$ cat config.mk
export PLATFORM = sky130hd
export DESIGN_NAME = pwm_timebase
export DESIGN_NICKNAME = d
export VERILOG_FILES = /design/src/rtl/pwm_tb_pkg.sv /design/src/rtl/pwm_tb_prescaler.sv /design/src/rtl/pwm_tb_period.sv /design/src/rtl/pwm_tb_counter.sv /design/src/rtl/pwm_timebase.sv
export SDC_FILE = /design/constraint.sdc
export NUM_CORES = 1
export LEC_CHECK = 0
export ABC_AREA = 1
export CAP_MARGIN = 5
export CORE_MARGIN = 2
export CORE_UTILIZATION = 65
export DETAILED_ROUTE_END_ITERATION = 12
export GPL_TIMING_DRIVEN = 0
export PLACE_DENSITY = 0.94
export REMOVE_ABC_BUFFERS = 1
export SYNTH_ARGS = -nofsm -noshare
export SYNTH_HDL_FRONTEND = slang
export SYNTH_HIERARCHICAL = 1
export SYNTH_SLANG_ARGS = --single-unit
$ cat constraint.sdc
create_clock -name clk -period 7.38 [get_ports clk]
set_input_delay 1.107 -clock clk [delete_from_list [all_inputs] [get_ports clk]]
set_output_delay 1.107 -clock clk [all_outputs]
set_load 0.03 [all_outputs]
$ cat src/rtl/pwm_tb_pkg.sv
package pwm_tb_pkg;
  localparam int DIVF_W = 3;
  localparam int MAX_P2 = (1 << DIVF_W) - 1;
  localparam int HS_W   = DIVF_W + 1;
  localparam int PRE_W  = MAX_P2 + HS_W;

  typedef enum logic [1:0] {
    CM_UP     = 2'd0,
    CM_DOWN   = 2'd1,
    CM_UPDOWN = 2'd2,
    CM_HOLD   = 2'd3
  } cnt_mode_e;

  typedef enum logic [1:0] {
    SUS_STEP  = 2'd0,
    SUS_CYCLE = 2'd1,
    SUS_FREE  = 2'd2,
    SUS_FREE2 = 2'd3
  } sus_mode_e;

  typedef enum logic [1:0] {
    SEL_CTRL   = 2'd0,
    SEL_PERIOD = 2'd1,
    SEL_PHASE  = 2'd2,
    SEL_NONE   = 2'd3
  } reg_sel_e;

  typedef struct packed {
    sus_mode_e         sus;
    logic              ph_up;
    logic [DIVF_W-1:0] pow2_div;
    logic [DIVF_W-1:0] hs_div;
    logic              prd_imm;
    logic              ph_en;
    cnt_mode_e         mode;
  } ctrl_t;

  localparam int CTRL_W = $bits(ctrl_t);
endpackage

$ cat src/rtl/pwm_tb_prescaler.sv
module pwm_tb_prescaler
  import pwm_tb_pkg::*;
(
  input  logic              clk,
  input  logic              rst_n,
  input  logic              clr,
  input  logic [DIVF_W-1:0] pow2_div,
  input  logic [DIVF_W-1:0] hs_div,
  output logic              tick
);
  logic [HS_W-1:0]  hs_fac;
  logic [PRE_W-1:0] div_m1;
  logic [PRE_W-1:0] pre_q;

  // even factor: 1 for a zero field, else twice the field
  always_comb begin
    hs_fac = (hs_div == '0) ? HS_W'(1) : {hs_div, 1'b0};
    div_m1 = (PRE_W'(hs_fac) << pow2_div) - PRE_W'(1);
  end

  assign tick = (pre_q == div_m1);

  always_ff @(posedge clk) begin
    if (!rst_n)           pre_q <= '0;
    else if (clr || tick) pre_q <= '0;
    else                  pre_q <= pre_q + PRE_W'(1);
  end
endmodule

$ cat src/rtl/pwm_tb_period.sv
module pwm_tb_period #(
  parameter int              CNT_W   = 16,
  parameter logic [CNT_W-1:0] RST_PRD = '1
) (
  input  logic             clk,
  input  logic             rst_n,
  input  logic             wr,
  input  logic             imm,
  input  logic [CNT_W-1:0] wdata,
  input  logic             at_zero,
  output logic [CNT_W-1:0] period
);
  logic [CNT_W-1:0] shadow_q;
  logic [CNT_W-1:0] active_q;

  always_ff @(posedge clk) begin
    if (!rst_n) begin
      shadow_q <= RST_PRD;
      active_q <= RST_PRD;
    end else begin
      if (wr) shadow_q <= wdata;
      if (wr && imm)        active_q <= wdata;
      else if (at_zero)     active_q <= shadow_q;
    end
  end

  assign period = active_q;
endmodule

$ cat src/rtl/pwm_tb_counter.sv
module pwm_tb_counter
  import pwm_tb_pkg::*;
#(
  parameter int CNT_W = 16
) (
  input  logic             clk,
  input  logic             rst_n,
  input  logic             tick,
  input  cnt_mode_e        mode,
  input  sus_mode_e        sus,
  input  logic             ph_en,
  input  logic             ph_up,
  input  logic             suspend,
  input  logic             sync_in,
  input  logic [CNT_W-1:0] phase_val,
  input  logic [CNT_W-1:0] period,
  output logic [CNT_W-1:0] count,
  output logic             dir_down,
  output logic             zero_evt,
  output logic             period_evt,
  output logic             at_zero
);
  logic [CNT_W-1:0] cnt_q, nxt;
  logic             dir_q, nxt_dir;
  logic             stop_q, halt, advance, load;
  logic             zev_q, pev_q;

  always_comb begin
    nxt     = cnt_q;
    nxt_dir = dir_q;
    unique case (mode)
      CM_UP: begin
        nxt_dir = 1'b0;
        nxt     = (cnt_q >= period) ? '0 : cnt_q + 1'b1;
      end
      CM_DOWN: begin
        nxt_dir = 1'b1;
        nxt     = (cnt_q == '0) ? period : cnt_q - 1'b1;
      end
      CM_UPDOWN: begin
        if (!dir_q) begin
          if (cnt_q >= period) begin
            nxt_dir = 1'b1;
            nxt     = (cnt_q == '0) ? '0 : cnt_q - 1'b1;
          end else begin
            nxt = cnt_q + 1'b1;
          end
        end else begin
          if (cnt_q == '0) begin
            nxt_dir = 1'b0;
            nxt     = (period == '0) ? '0 : CNT_W'(1);
          end else begin
            nxt = cnt_q - 1'b1;
          end
        end
      end
      default: ;
    endcase
  end

  // suspend gating
  always_comb begin
    unique case (sus)
      SUS_STEP:  halt = stop_q;
      SUS_CYCLE: halt = suspend && (cnt_q == '0);
      default:   halt = 1'b0;
    endcase
  end

  assign load    = ph_en && sync_in;
  assign advance = tick && !halt && (mode != CM_HOLD) && !load;
  assign at_zero = advance && (nxt == '0);

  always_ff @(posedge clk) begin
    if (!rst_n) begin
      cnt_q  <= '0;
      dir_q  <= 1'b0;
      stop_q <= 1'b0;
      zev_q  <= 1'b0;
      pev_q  <= 1'b0;
    end else begin
      if (!suspend)                     stop_q <= 1'b0;
      else if (tick && sus == SUS_STEP) stop_q <= 1'b1;
      zev_q <= at_zero;
      pev_q <= advance && (nxt == period);
      if (load) begin
        cnt_q <= phase_val;
        dir_q <= !ph_up;
      end else if (advance) begin
        cnt_q <= nxt;
        dir_q <= nxt_dir;
      end
    end
  end

  assign count      = cnt_q;
  assign dir_down   = dir_q;
  assign zero_evt   = zev_q;
  assign period_evt = pev_q;
endmodule

$ cat src/rtl/pwm_timebase.sv
module pwm_timebase
  import pwm_tb_pkg::*;
#(
  parameter int               CNT_W   = 16,
  parameter logic [CNT_W-1:0] RST_PRD = '1
) (
  input  logic             clk,
  input  logic             rst_n,
  input  logic             cfg_we,
  input  logic [1:0]       cfg_sel,
  input  logic [CNT_W-1:0] cfg_wdata,
  input  logic             sync_in,
  input  logic             suspend_in,
  output logic [CNT_W-1:0] count,
  output logic [CNT_W-1:0] act_period,
  output logic             dir_down,
  output logic             zero_evt,
  output logic             period_evt
);
  ctrl_t            ctrl_q;
  logic [CNT_W-1:0] phase_q;
  logic             wr_ctrl, wr_prd, wr_phase;
  logic             tick, at_zero;
  cnt_mode_e        mode_w;
  logic             ph_en_w;

  assign wr_ctrl  = cfg_we && (cfg_sel == SEL_CTRL);
  assign wr_prd   = cfg_we && (cfg_sel == SEL_PERIOD);
  assign wr_phase = cfg_we && (cfg_sel == SEL_PHASE);
  assign mode_w   = ctrl_q.mode;
  assign ph_en_w  = ctrl_q.ph_en;

  always_ff @(posedge clk) begin
    if (!rst_n) begin
      ctrl_q      <= '0;
      ctrl_q.mode <= CM_HOLD;
      ctrl_q.sus  <= SUS_FREE;
      phase_q     <= '0;
    end else begin
      if (wr_ctrl)  ctrl_q  <= ctrl_t'(cfg_wdata[CTRL_W-1:0]);
      if (wr_phase) phase_q <= cfg_wdata;
    end
  end

  pwm_tb_prescaler u_pre (
    .clk      (clk),
    .rst_n    (rst_n),
    .clr      (wr_ctrl),
    .pow2_div (ctrl_q.pow2_div),
    .hs_div   (ctrl_q.hs_div),
    .tick     (tick)
  );

  pwm_tb_period #(.CNT_W(CNT_W), .RST_PRD(RST_PRD)) u_prd (
    .clk     (clk),
    .rst_n   (rst_n),
    .wr      (wr_prd),
    .imm     (ctrl_q.prd_imm),
    .wdata   (cfg_wdata),
    .at_zero (at_zero),
    .period  (act_period)
  );

  pwm_tb_counter #(.CNT_W(CNT_W)) u_cnt (
    .clk        (clk),
    .rst_n      (rst_n),
    .tick       (tick),
    .mode       (mode_w),
    .sus        (ctrl_q.sus),
    .ph_en      (ph_en_w),
    .ph_up      (ctrl_q.ph_up),
    .suspend    (suspend_in),
    .sync_in    (sync_in),
    .phase_val  (phase_q),
    .period     (act_period),
    .count      (count),
    .dir_down   (dir_down),
    .zero_evt   (zero_evt),
    .period_evt (period_evt),
    .at_zero    (at_zero)
  );
endmodule

==> results.json, run 1 <==
{
  "status": "completed",
  "cts_root_buf": "clkbuf_16",
  "regArea_mm2": 0.001842,
  "max_slew_margin_pct": 39.26,
  "antenna_left": 0,
  "cts_sinks": 92,
  "grt_start_max_net_pins": 79,
  "ioPinCount": 58,
  "hold_class": "reg -> reg",
  "row_count": 39,
  "fin_tns_setup_ns": 0,
  "dieArea_mm2": 0.01261,
  "fin_util_pct": 72.20,
  "route.detailed.drc": 0,
  "critPathKind": "reg -> reg",
  "leakagePower_nw": 4.308,
  "critical-path-max-stage-delay_ns": 0.62,
  "globalRouteTotalUtil_pct": 36.27,
  "overflow": 0,
  "endpoint": "u_prd/period[11]",
  "synth-edff-count": 0,
  "drive_above_1_share_pct": 8.418,
  "htreeDepth": 3,
  "min_period_over_period_pct": 62.19,
  "dp_hpwl_um": 16670,
  "worst-path-max-fanout": 17,
  "cts_resized": 0,
  "dr_total_vias": 8457,
  "final_max_slew_viol_count": 0,
  "setup_viol": 0,
  "rsz0062_at_grt": "no",
  "timing.rr.start": "ctrl_q[9]",
  "fill_cells": 988,
  "grt_pass1_vias": 7431,
  "multi_input_area_mm2": 0.004782,
  "fin_area_mm2": 0.008244,
  "synthTopCellsByArea": "dfxtp_1, nand2_1, nand3_1",
  "place_area_mm2": 0.007968,
  "post-place-cells": 1410,
  "drt-initial-drc-count": 1143,
  "start_kind": "flop",
  "crit_path_end_kind": "flop",
  "crit_top_cell": "nand3_1",
  "p_total_mw": 1.244,
  "p_per_area_mw_per_mm2": 150.9,
  "max_freq_mhz": 217.9,
  "die_x_um": 112.3,
  "ff2ff_path_depth": 26,
  "max-clock-path-buffers": 2,
  "async_reset_ff_share_pct": 0,
  "min_period_ns": 4.590,
  "avgRoutedWirePerCell_um": 16.33,
  "dr.pass1.iters": 7,
  "critical_path.startpoint": "ctrl_q[9]",
  "coreArea_mm2": 0.01142,
  "clk_pin_slew_ns": 0.07,
  "synthCells": 1265,
  "layout_common_cells": "nand2_1, nand3_1, inv_1, nor2_1, dfxtp_1",
  "initial_core_util_pct": 66.77,
  "cts_tree": "built",
  "clock_latency_ns": 0.35,
  "place_congestion": 1.021,
  "place_ws_ns": 2.985,
  "vias_per_cell": 5.931,
  "antenna_found_initial": 0,
  "layout_commonest_cell": "nand2_1",
  "ys_seq_area_share_pct": 24.16,
  "yosys_warnings": 6,
  "numCtsBuffers": 9,
  "portBuffers": 57,
  "synth_largest_area_cell": "dfxtp_1",
  "synth-main-ff-cell": "dfxtp_1",
  "nNetsFinal": 1326,
  "grt_pass1_wl_um": 36960,
  "synth_top_area_share_pct": 24.16,
  "syn_area_per_cell_um2": 6.027,
  "skew_ns": 0.009294,
  "cts_hold_buf": 0,
  "cts_setup_buffers": 0,
  "hold_viol": 0,
  "synthToLayoutAreaGrowth_pct": 8.141,
  "ir_worst_vdd_v": 0.0001473,
  "ys_types": 39,
  "layout_setup_ws_ns": 2.790,
  "worstPathArrival_ns": 4.78,
  "diodes": 0,
  "hold_slack_ns": 0.4724,
  "required_ns": 7.57,
  "r2r_slack_ns": 2.79,
  "ys_ff_latch": 92,
  "cpMaxStageDelayCell": "dfxtp_1",
  "fp.dieH_um": 112.3,
  "reg2reg_to": "u_prd/period[11]",
  "tightestPinTransition_ns": 0.9082,
  "syn_area_mm2": 0.007624,
  "totalWireLength_um": 23290,
  "drv_cap": 0,
  "fin_cells": 1426
}
-- registers in the layout, summed over array words and instances, names as in the netlist, 2 cells and up --
register,flops
phase_q,16
u_cnt/count,16
u_prd/period,16
u_prd/shadow_q,16
u_pre/pre_q,11
ctrl_q,10
mode_w,2
-- how the worst min path moves through the flow --
stage	endpoint	cells after the start	from
2_1_floorplan	u_prd/shadow_q[0]	2	u_prd/shadow_q[0]
3_3_place_gp	u_prd/shadow_q[12]	2	u_prd/shadow_q[12]
3_5_place_dp	u_prd/shadow_q[4]	2	u_prd/shadow_q[4]
4_1_cts	u_prd/shadow_q[4]	2	u_prd/shadow_q[4]
5_1_grt	u_prd/shadow_q[11]	2	u_prd/shadow_q[11]
6_report	u_prd/shadow_q[6]	2	u_prd/shadow_q[6]
-- critical path, delay by kind of cell, from the launching register on --
kind / cells / cell delay [ns]
simple gates: 18 / 2.04
fa+ha+maj: 1 / 0.33
buf+inv: 6 / 1.24
flops: 1 / 0.62
compound gates: 1 / 0.19
-- where the power goes --
group          switching, mW  leakage (nW)  total [mW]  internal, mW
clock                  0.204         0.139       0.436         0.232
combinational          0.187          3.42       0.277        0.0904
sequential            0.0183         0.749       0.531         0.513
-- synth_stat cells, types with 4 or more instances --
master / n
nor2_4: 7
inv_2: 8
buf_2: 16
xnor2_1: 4
nand2_1: 418
nand4_1: 25
nor2_1: 127
inv_1: 143
a21oi_1: 24
ha_1: 25
buf_6: 19
nand2_2: 16
nand3_1: 172
nor3_1: 6
o21ai_1: 10
o211ai_2: 16
xor2_1: 21
o21ai_0: 36
dfxtp_1: 92
clkbuf_1: 8
buf_4: 12
nand3_2: 10
nor2_2: 23
-- final cells by class --
cell class	count	area share [%]
Multi-Input combinational cell	962	58.01
Clock buffer	10	2.777
Tap cell	143	2.170
Inverter	155	7.103
Sequential cell	92	22.34
Timing Repair Buffer	58	7.027
Clock inverter	6	0.5767
-- per-layer routing --
metal  vias to the layer above  part of all wire, %  track usage (%)
met3                        84                   12            5.994
met4                         0                  4.2            17.48
met2                       569                   44            55.14
li1                       4032                    -                -
met5                         -                    0                0
met1                      3772                   40            50.24
-- kinds of logic (layout without fill, tap and decap cells) --
group	after synthesis	in the layout	share of synthesized area, %
buffers and inverters	211	229	13.18
DFF	92	92	24.16
AOI/OAI and AO/OA	96	96	8.223
adders and majority gates	25	25	4.103
xor gates and xnor gates	25	25	2.872
and+or+nand+nor	816	816	47.46
Power figures use the tool's default switching activity.
==> run 2: changes to the inputs <==
--- a/config.mk
+++ b/config.mk
@@ -8,10 +8,10 @@
 export ABC_AREA = 1
 export CAP_MARGIN = 5
 export CORE_MARGIN = 2
-export CORE_UTILIZATION = 65
+export CORE_UTILIZATION = 54
 export DETAILED_ROUTE_END_ITERATION = 12
 export GPL_TIMING_DRIVEN = 0
-export PLACE_DENSITY = 0.94
+export PLACE_DENSITY = 0.85
 export REMOVE_ABC_BUFFERS = 1
 export SYNTH_ARGS = -nofsm -noshare
 export SYNTH_HDL_FRONTEND = slang
==> constraint.sdc (replaced) <==
create_clock -name clk -period 3.86 [get_ports clk]
set_input_delay 0.579 -clock clk [delete_from_list [all_inputs] [get_ports clk]]
set_output_delay 0.579 -clock clk [all_outputs]
set_load 0.03 [all_outputs]
==> run 2 against run 1 <==
  * Clock power is 110% higher
  * Design area is 2.4% higher
  * Count of clock-buffer cells in the layout unchanged
  * Flip-flop and latch count stayed put
  * Setup slack lost 2.6 ns
  * Final cell count rose by 3.0%
  * Clock skew increased by 0.0016 ns
  * Global-route usage fell by 5.7 points
  * Sequential power is 92% higher
  * Sequential share of layout area down 0.41 points
  * Total power is 99% higher
==> results.json, run 2 (synthesized netlist as in run 1, its figures left out) <==
{
  "row_count": 43,
  "drt-initial-drc-count": 969,
  "coreArea_mm2": 0.01383,
  "drive_above_1_share_pct": 9.775,
  "dieArea_mm2": 0.01508,
  "cpMaxStageDelayCell": "dfxtp_1",
  "sequentialPowerShare_pct": 41.0,
  "fin_area_mm2": 0.008438,
  "clock_latency_ns": 0.35,
  "layout_common_cells": "nand2_1, nand3_1, inv_1, nor2_1, dfxtp_1",
  "totalWireLength_um": 22850,
  "required_ns": 4.05,
  "swShare_pct": 31.83,
  "max-clock-path-buffers": 2,
  "route.detailed.drc": 0,
  "diodes": 0,
  "cts_sinks": 92,
  "die_x_um": 122.8,
  "cts_tree": "built",
  "place_ws_ns": -0.5563,
  "grt_pass1_wl_um": 36010,
  "max_freq_mhz": 274.1,
  "vias_per_cell": 5.579,
  "cts_root_buf": "clkbuf_16",
  "p_total_mw": 2.477,
  "antenna_left": 0,
  "overflow": 0,
  "setup_viol": 0,
  "min_period_ns": 3.648,
  "met1_usage_pct": 42.54,
  "final_max_slew_viol_count": 0,
  "clkPwrFrac_pct": 37.6,
  "grt_pass1_vias": 7153,
  "dr.pass1.iters": 8,
  "clk_pin_slew_ns": 0.07,
  "grt_start_max_net_pins": 79,
  "nNetsFinal": 1332,
  "worstPathArrival_ns": 3.84,
  "numCtsBuffers": 9,
  "cp.buffers_inverters": 3,
  "busiest_layer": "met2",
  "layout_commonest_cell": "nand2_1",
  "dr_total_vias": 8195,
  "internal_power_mw": 1.688,
  "portBuffers": 57,
  "layout_setup_ws_ns": 0.2118,
  "critPathKind": "reg -> reg",
  "worst-path-max-fanout": 18,
  "hold_viol": 0,
  "power_frac_comb_pct": 21.3,
  "dp_hpwl_um": 16440,
  "max_slew_margin_pct": 39.83,
  "hold_class": "reg -> reg",
  "ir_worst_vdd_v": 0.0003683,
  "crit_top_cell": "nand2_1",
  "critical-path-max-stage-delay_ns": 0.65,
  "fp.dieH_um": 122.8,
  "globalRouteTotalUtil_pct": 30.54,
  "skew_ns": 0.01092,
  "leakagePower_nw": 4.348,
  "avgRoutedWirePerCell_um": 15.56,
  "gr-usage-met3_pct": 3.764,
  "place_area_mm2": 0.008014,
  "min_period_over_period_pct": 94.51,
  "crit_path_end_kind": "flop",
  "met2_usage_pct": 47.62,
  "path_cells": "ha_1 -> nand2_1 -> inv_1 -> nand2_1 -> nor2_1 -> nor2_1 -> nand2_1 -> nand2_2 -> nand3_1 -> or2_0 -> nand3_1 -> nand2_1 -> nand4_1 -> nor2_1 -> nand3_2 -> clkinvlp_4 -> buf_6 -> nand2_1 -> nand2_1 -> nand2_1 -> nand3_1",
  "fin_util_pct": 61.03,
  "p_sw_uw": 788.4,
  "synthToLayoutAreaGrowth_pct": 10.68,
  "rsz0062_at_grt": "no",
  "antenna_found_initial": 0,
  "tightestPinTransition_ns": 0.9025,
  "p_per_area_mw_per_mm2": 293.5,
  "path_delay_family": "simple AND/OR/NAND/NOR gates",
  "start_kind": "flop",
  "htreeDepth": 3,
  "ioPinCount": 58,
  "place_congestion": 1.003,
  "status": "completed",
  "initial_core_util_pct": 55.14,
  "drv_cap": 0
}
[run 2: final timing paths]
path	start	to	slack, ns	cells after the start
max	u_cnt/count[7]	u_prd/period[3]	0.21	21
max reg2reg	u_cnt/count[7]	u_prd/period[3]	0.21	21
min	u_prd/shadow_q[5]	u_prd/shadow_q[5]	0.47	2
min reg2reg	u_prd/shadow_q[5]	u_prd/shadow_q[5]	0.47	2
[run 2: repair_timing]
action / CTS / global route
buffers inserted: 2 / 3
hold buffers: 0 / 0
endpoints found under the setup margin: 16 / 16
hold endpoints to repair: 0 / 0
pin swaps: 0 / 3
gates cloned: 0 / 1
resized for setup: 3 / 19
[run 2: layout make-up]
| class | count | area (um^2) |
|---|---|---|
| inverter | 155 | 598.1 |
| fill | 1270 | 5389 |
| sequential | 92 | 1851 |
| tap | 180 | 225.2 |
| multi-input combinational | 962 | 4818 |
| clock inverter | 6 | 75.07 |
| timing repair buffer | 64 | 631.9 |
| clock buffer | 10 | 239.0 |
[run 2: layer usage]
layer,share of wire [%],up-vias
met4,3.8,0
met3,9.4,64
met1,42,3622
met2,44,467
met5,0,-
li1,-,4042
[run 2: tightest hold or removal path, stage by stage, from the launching register on]
cell and delay (ns):
dfxtp_1 0.33, nand2_1 0.07, o211ai_2 0.05
[run 2: power groups by stage]
stage / combinational [mW] / clock [mW] / sequential [mW]
4_1_cts: 0.511 / 0.944 / 1.01
3_5_place_dp: 0.506 / 0 / 1.04
3_3_place_gp: 0.498 / 0 / 1.04
6_report: 0.529 / 0.932 / 1.02
2_1_floorplan: 0.352 / 0 / 1.03
5_1_grt: 0.585 / 0.976 / 1.02
[run 2: metrics by stage]
stage,setup TNS [ns],instances,hold WS (ns)
after floorplan,0,1209,0.4381
after global placement,-46.73,1446,0.4461
after detailed placement,-8.643,1447,0.4547
after CTS,0,1465,0.4726
after global routing,0,1469,0.4950
final,0,1469,0.4723
==> run 3: changes to the inputs <==
--- a/config.mk
+++ b/config.mk
@@ -7,8 +7,10 @@
 export LEC_CHECK = 0
 export ABC_AREA = 1
 export CAP_MARGIN = 5
+export CELL_PAD_IN_SITES_DETAIL_PLACEMENT = 1
+export CELL_PAD_IN_SITES_GLOBAL_PLACEMENT = 2
 export CORE_MARGIN = 2
-export CORE_UTILIZATION = 54
+export CORE_UTILIZATION = 29
 export DETAILED_ROUTE_END_ITERATION = 12
 export GPL_TIMING_DRIVEN = 0
 export PLACE_DENSITY = 0.85
==> run 3 against run 2 <==
  * Die area up 83%
  * Clock skew about the same
  * Total power up 1.3%
  * Sequential share of layout area down 0.84 points
  * Combinational power up 5.3%
  * Setup slack worse by 0.021 ns
  * Highest routed layer unchanged
  * Sequential power about the same
  * Register-to-register slack worse by 0.02 ns
  * First-iteration DRC count down 60%
==> results.json, run 3 (synthesized netlist as in run 1, its figures left out) <==
{
  "status": "completed",
  "cts_tree": "built",
  "skew_ns": 0.01094,
  "reg2reg_to": "u_prd/period[4]",
  "holdCritStartpoint": "u_prd/shadow_q[9]",
  "clock_latency_ns": 0.34,
  "route.detailed.drc": 0,
  "timing.rr.start": "u_prd/period[10]",
  "tightestPinTransition_ns": 0.9250,
  "max-clock-path-buffers": 2,
  "path_delay_family": "simple AND/OR/NAND/NOR gates",
  "cpMaxStageDelayCell": "dfxtp_1",
  "grt_pass1_vias": 8054,
  "dr_total_vias": 8235,
  "setup_viol": 0,
  "min_period_over_period_pct": 95.06,
  "required_ns": 4.04,
  "place_area_mm2": 0.008208,
  "hold_slack_ns": 0.4724,
  "overflow": 0,
  "fp.dieH_um": 166.1,
  "layout_common_cells": "nand2_1, nand3_1, inv_1, nor2_1, dfxtp_1",
  "initial_core_util_pct": 29.42,
  "antenna_left": 0,
  "cts_sinks": 92,
  "synthToLayoutAreaGrowth_pct": 15.43,
  "clkPwrFrac_pct": 37.2,
  "r2r_slack_ns": 0.19,
  "row_count": 59,
  "ioPinCount": 58,
  "max_slew_margin_pct": 38.14,
  "worstPathArrival_ns": 3.85,
  "layout_setup_ws_ns": 0.1909,
  "layout_commonest_cell": "nand2_1",
  "diodes": 0,
  "fin_util_pct": 33.96,
  "p_sw_uw": 814.3,
  "regArea_mm2": 0.001856,
  "critical-path-max-stage-delay_ns": 0.44,
  "totalWireLength_um": 28230,
  "dieArea_mm2": 0.02760,
  "dr.pass1.iters": 5,
  "numCtsBuffers": 9,
  "place_congestion": 0.8931,
  "antenna_found_initial": 0,
  "min_period_ns": 3.669,
  "multi_input_area_mm2": 0.004837,
  "hold_class": "reg -> reg",
  "cts_root_buf": "clkbuf_16",
  "critPathKind": "reg -> reg",
  "fin_area_mm2": 0.008800,
  "fin_cells": 1642,
  "post-place-cells": 1602,
  "cp.buffers_inverters": 6,
  "internal_power_mw": 1.695,
  "crit_top_cell": "nand2_1",
  "final_max_slew_viol_count": 0,
  "drive_above_1_share_pct": 11.55,
  "sequentialPowerShare_pct": 40.6,
  "start_kind": "flop",
  "drt-initial-drc-count": 389,
  "whs_path_depth": 2,
  "vias_per_cell": 5.015,
  "portBuffers": 57,
  "grt_start_max_net_pins": 79,
  "crit_path_end_kind": "flop",
  "leakagePower_nw": 4.434,
  "max_freq_mhz": 272.5,
  "dp_hpwl_um": 20890,
  "clk_pin_slew_ns": 0.07,
  "coreArea_mm2": 0.02591,
  "grt_pass1_wl_um": 44570,
  "hold_viol": 0,
  "htreeDepth": 3,
  "drv_cap": 0,
  "place_ws_ns": -0.8117,
  "fill_cells": 3407,
  "die_x_um": 166.1,
  "nNetsFinal": 1351,
  "avgRoutedWirePerCell_um": 17.19,
  "globalRouteTotalUtil_pct": 20.15,
  "ff2ff_path_depth": 22,
  "worst-path-max-fanout": 8,
  "swShare_pct": 32.46,
  "p_per_area_mw_per_mm2": 285.1,
  "path_cells": "inv_1 -> ha_1 -> nand2_1 -> inv_1 -> nand3_1 -> nor3_1 -> nand2_2 -> buf_4 -> buf_4 -> nand4_1 -> nand3_1 -> nand2_1 -> nand2_1 -> nand4_1 -> nor2_1 -> nand3_2 -> clkinvlp_4 -> buf_4 -> nand2_1 -> nand2_1 -> nand2_1 -> nand3_1",
  "hold_end": "u_prd/shadow_q[9]",
  "power_frac_comb_pct": 22.2,
  "ir_worst_vdd_v": 0.0002491
}
run 3: layer usage:
metal	GRT usage [%]	part of all wire, %
met5	0	0
met4	5.104	2.0
met3	1.597	3.7
met2	32.49	45
met1	29.05	49
run 3: worst reg2reg max path: cells and delay by family (launching register included):
| family | cells | cell delay, ns |
|---|---|---|
| flip-flops | 1 | 0.44 |
| adder cells (fa/ha/maj) | 1 | 0.31 |
| AND/OR/NAND/NOR | 15 | 1.78 |
| buffers and inverters | 6 | 0.98 |
run 3: power by group through the flow:
stage | clock [mW] | sequential (mW) | combinational (mW)
after floorplan | 0 | 1.03 | 0.352
after global placement | 0 | 1.04 | 0.525
after detailed placement | 0 | 1.04 | 0.533
after CTS | 0.959 | 1.02 | 0.538
after global routing | 1.00 | 1.02 | 0.625
final | 0.933 | 1.02 | 0.557
run 3: worst max path at each step:
stage	from	end	slack, ns	cells past startpoint
6_report	u_prd/period[10]	u_prd/period[4]	0.19	22
5_1_grt	ctrl_q[6]	u_prd/period[12]	-0.03	30
4_1_cts	ctrl_q[8]	u_prd/period[4]	0.005	28
3_5_place_dp	ctrl_q[9]	u_prd/period[4]	-0.81	26
3_3_place_gp	cfg_we	u_prd/shadow_q[2]	-1.48	5
2_1_floorplan	ctrl_q[7]	u_prd/period[0]	0.46	29
run 3: through the flow:
stage	power (mW)	setup TNS [ns]
2_1_floorplan	1.386	0
3_3_place_gp	1.563	-62.94
3_5_place_dp	1.573	-12.64
4_1_cts	2.514	0
5_1_grt	2.649	-0.04686
6_report	2.509	0
run 3: repair_timing:
action | in CTS | in global routing
hold buffers | 0 | 0
setup buffers | 8 | 17
pin swaps | 1 | 8
hold endpoints to repair | 0 | 0
gates resized for setup | 8 | 18
setup endpoints to repair | 16 | 17
run 3: cell type report:
class	instances	area share, %
timing repair buffer	83	8.901
clock inverter	5	0.7678
inverter	155	6.797
multi-input combinational	962	54.97
tap	335	4.763
clock buffer	10	2.716
sequential	92	21.09
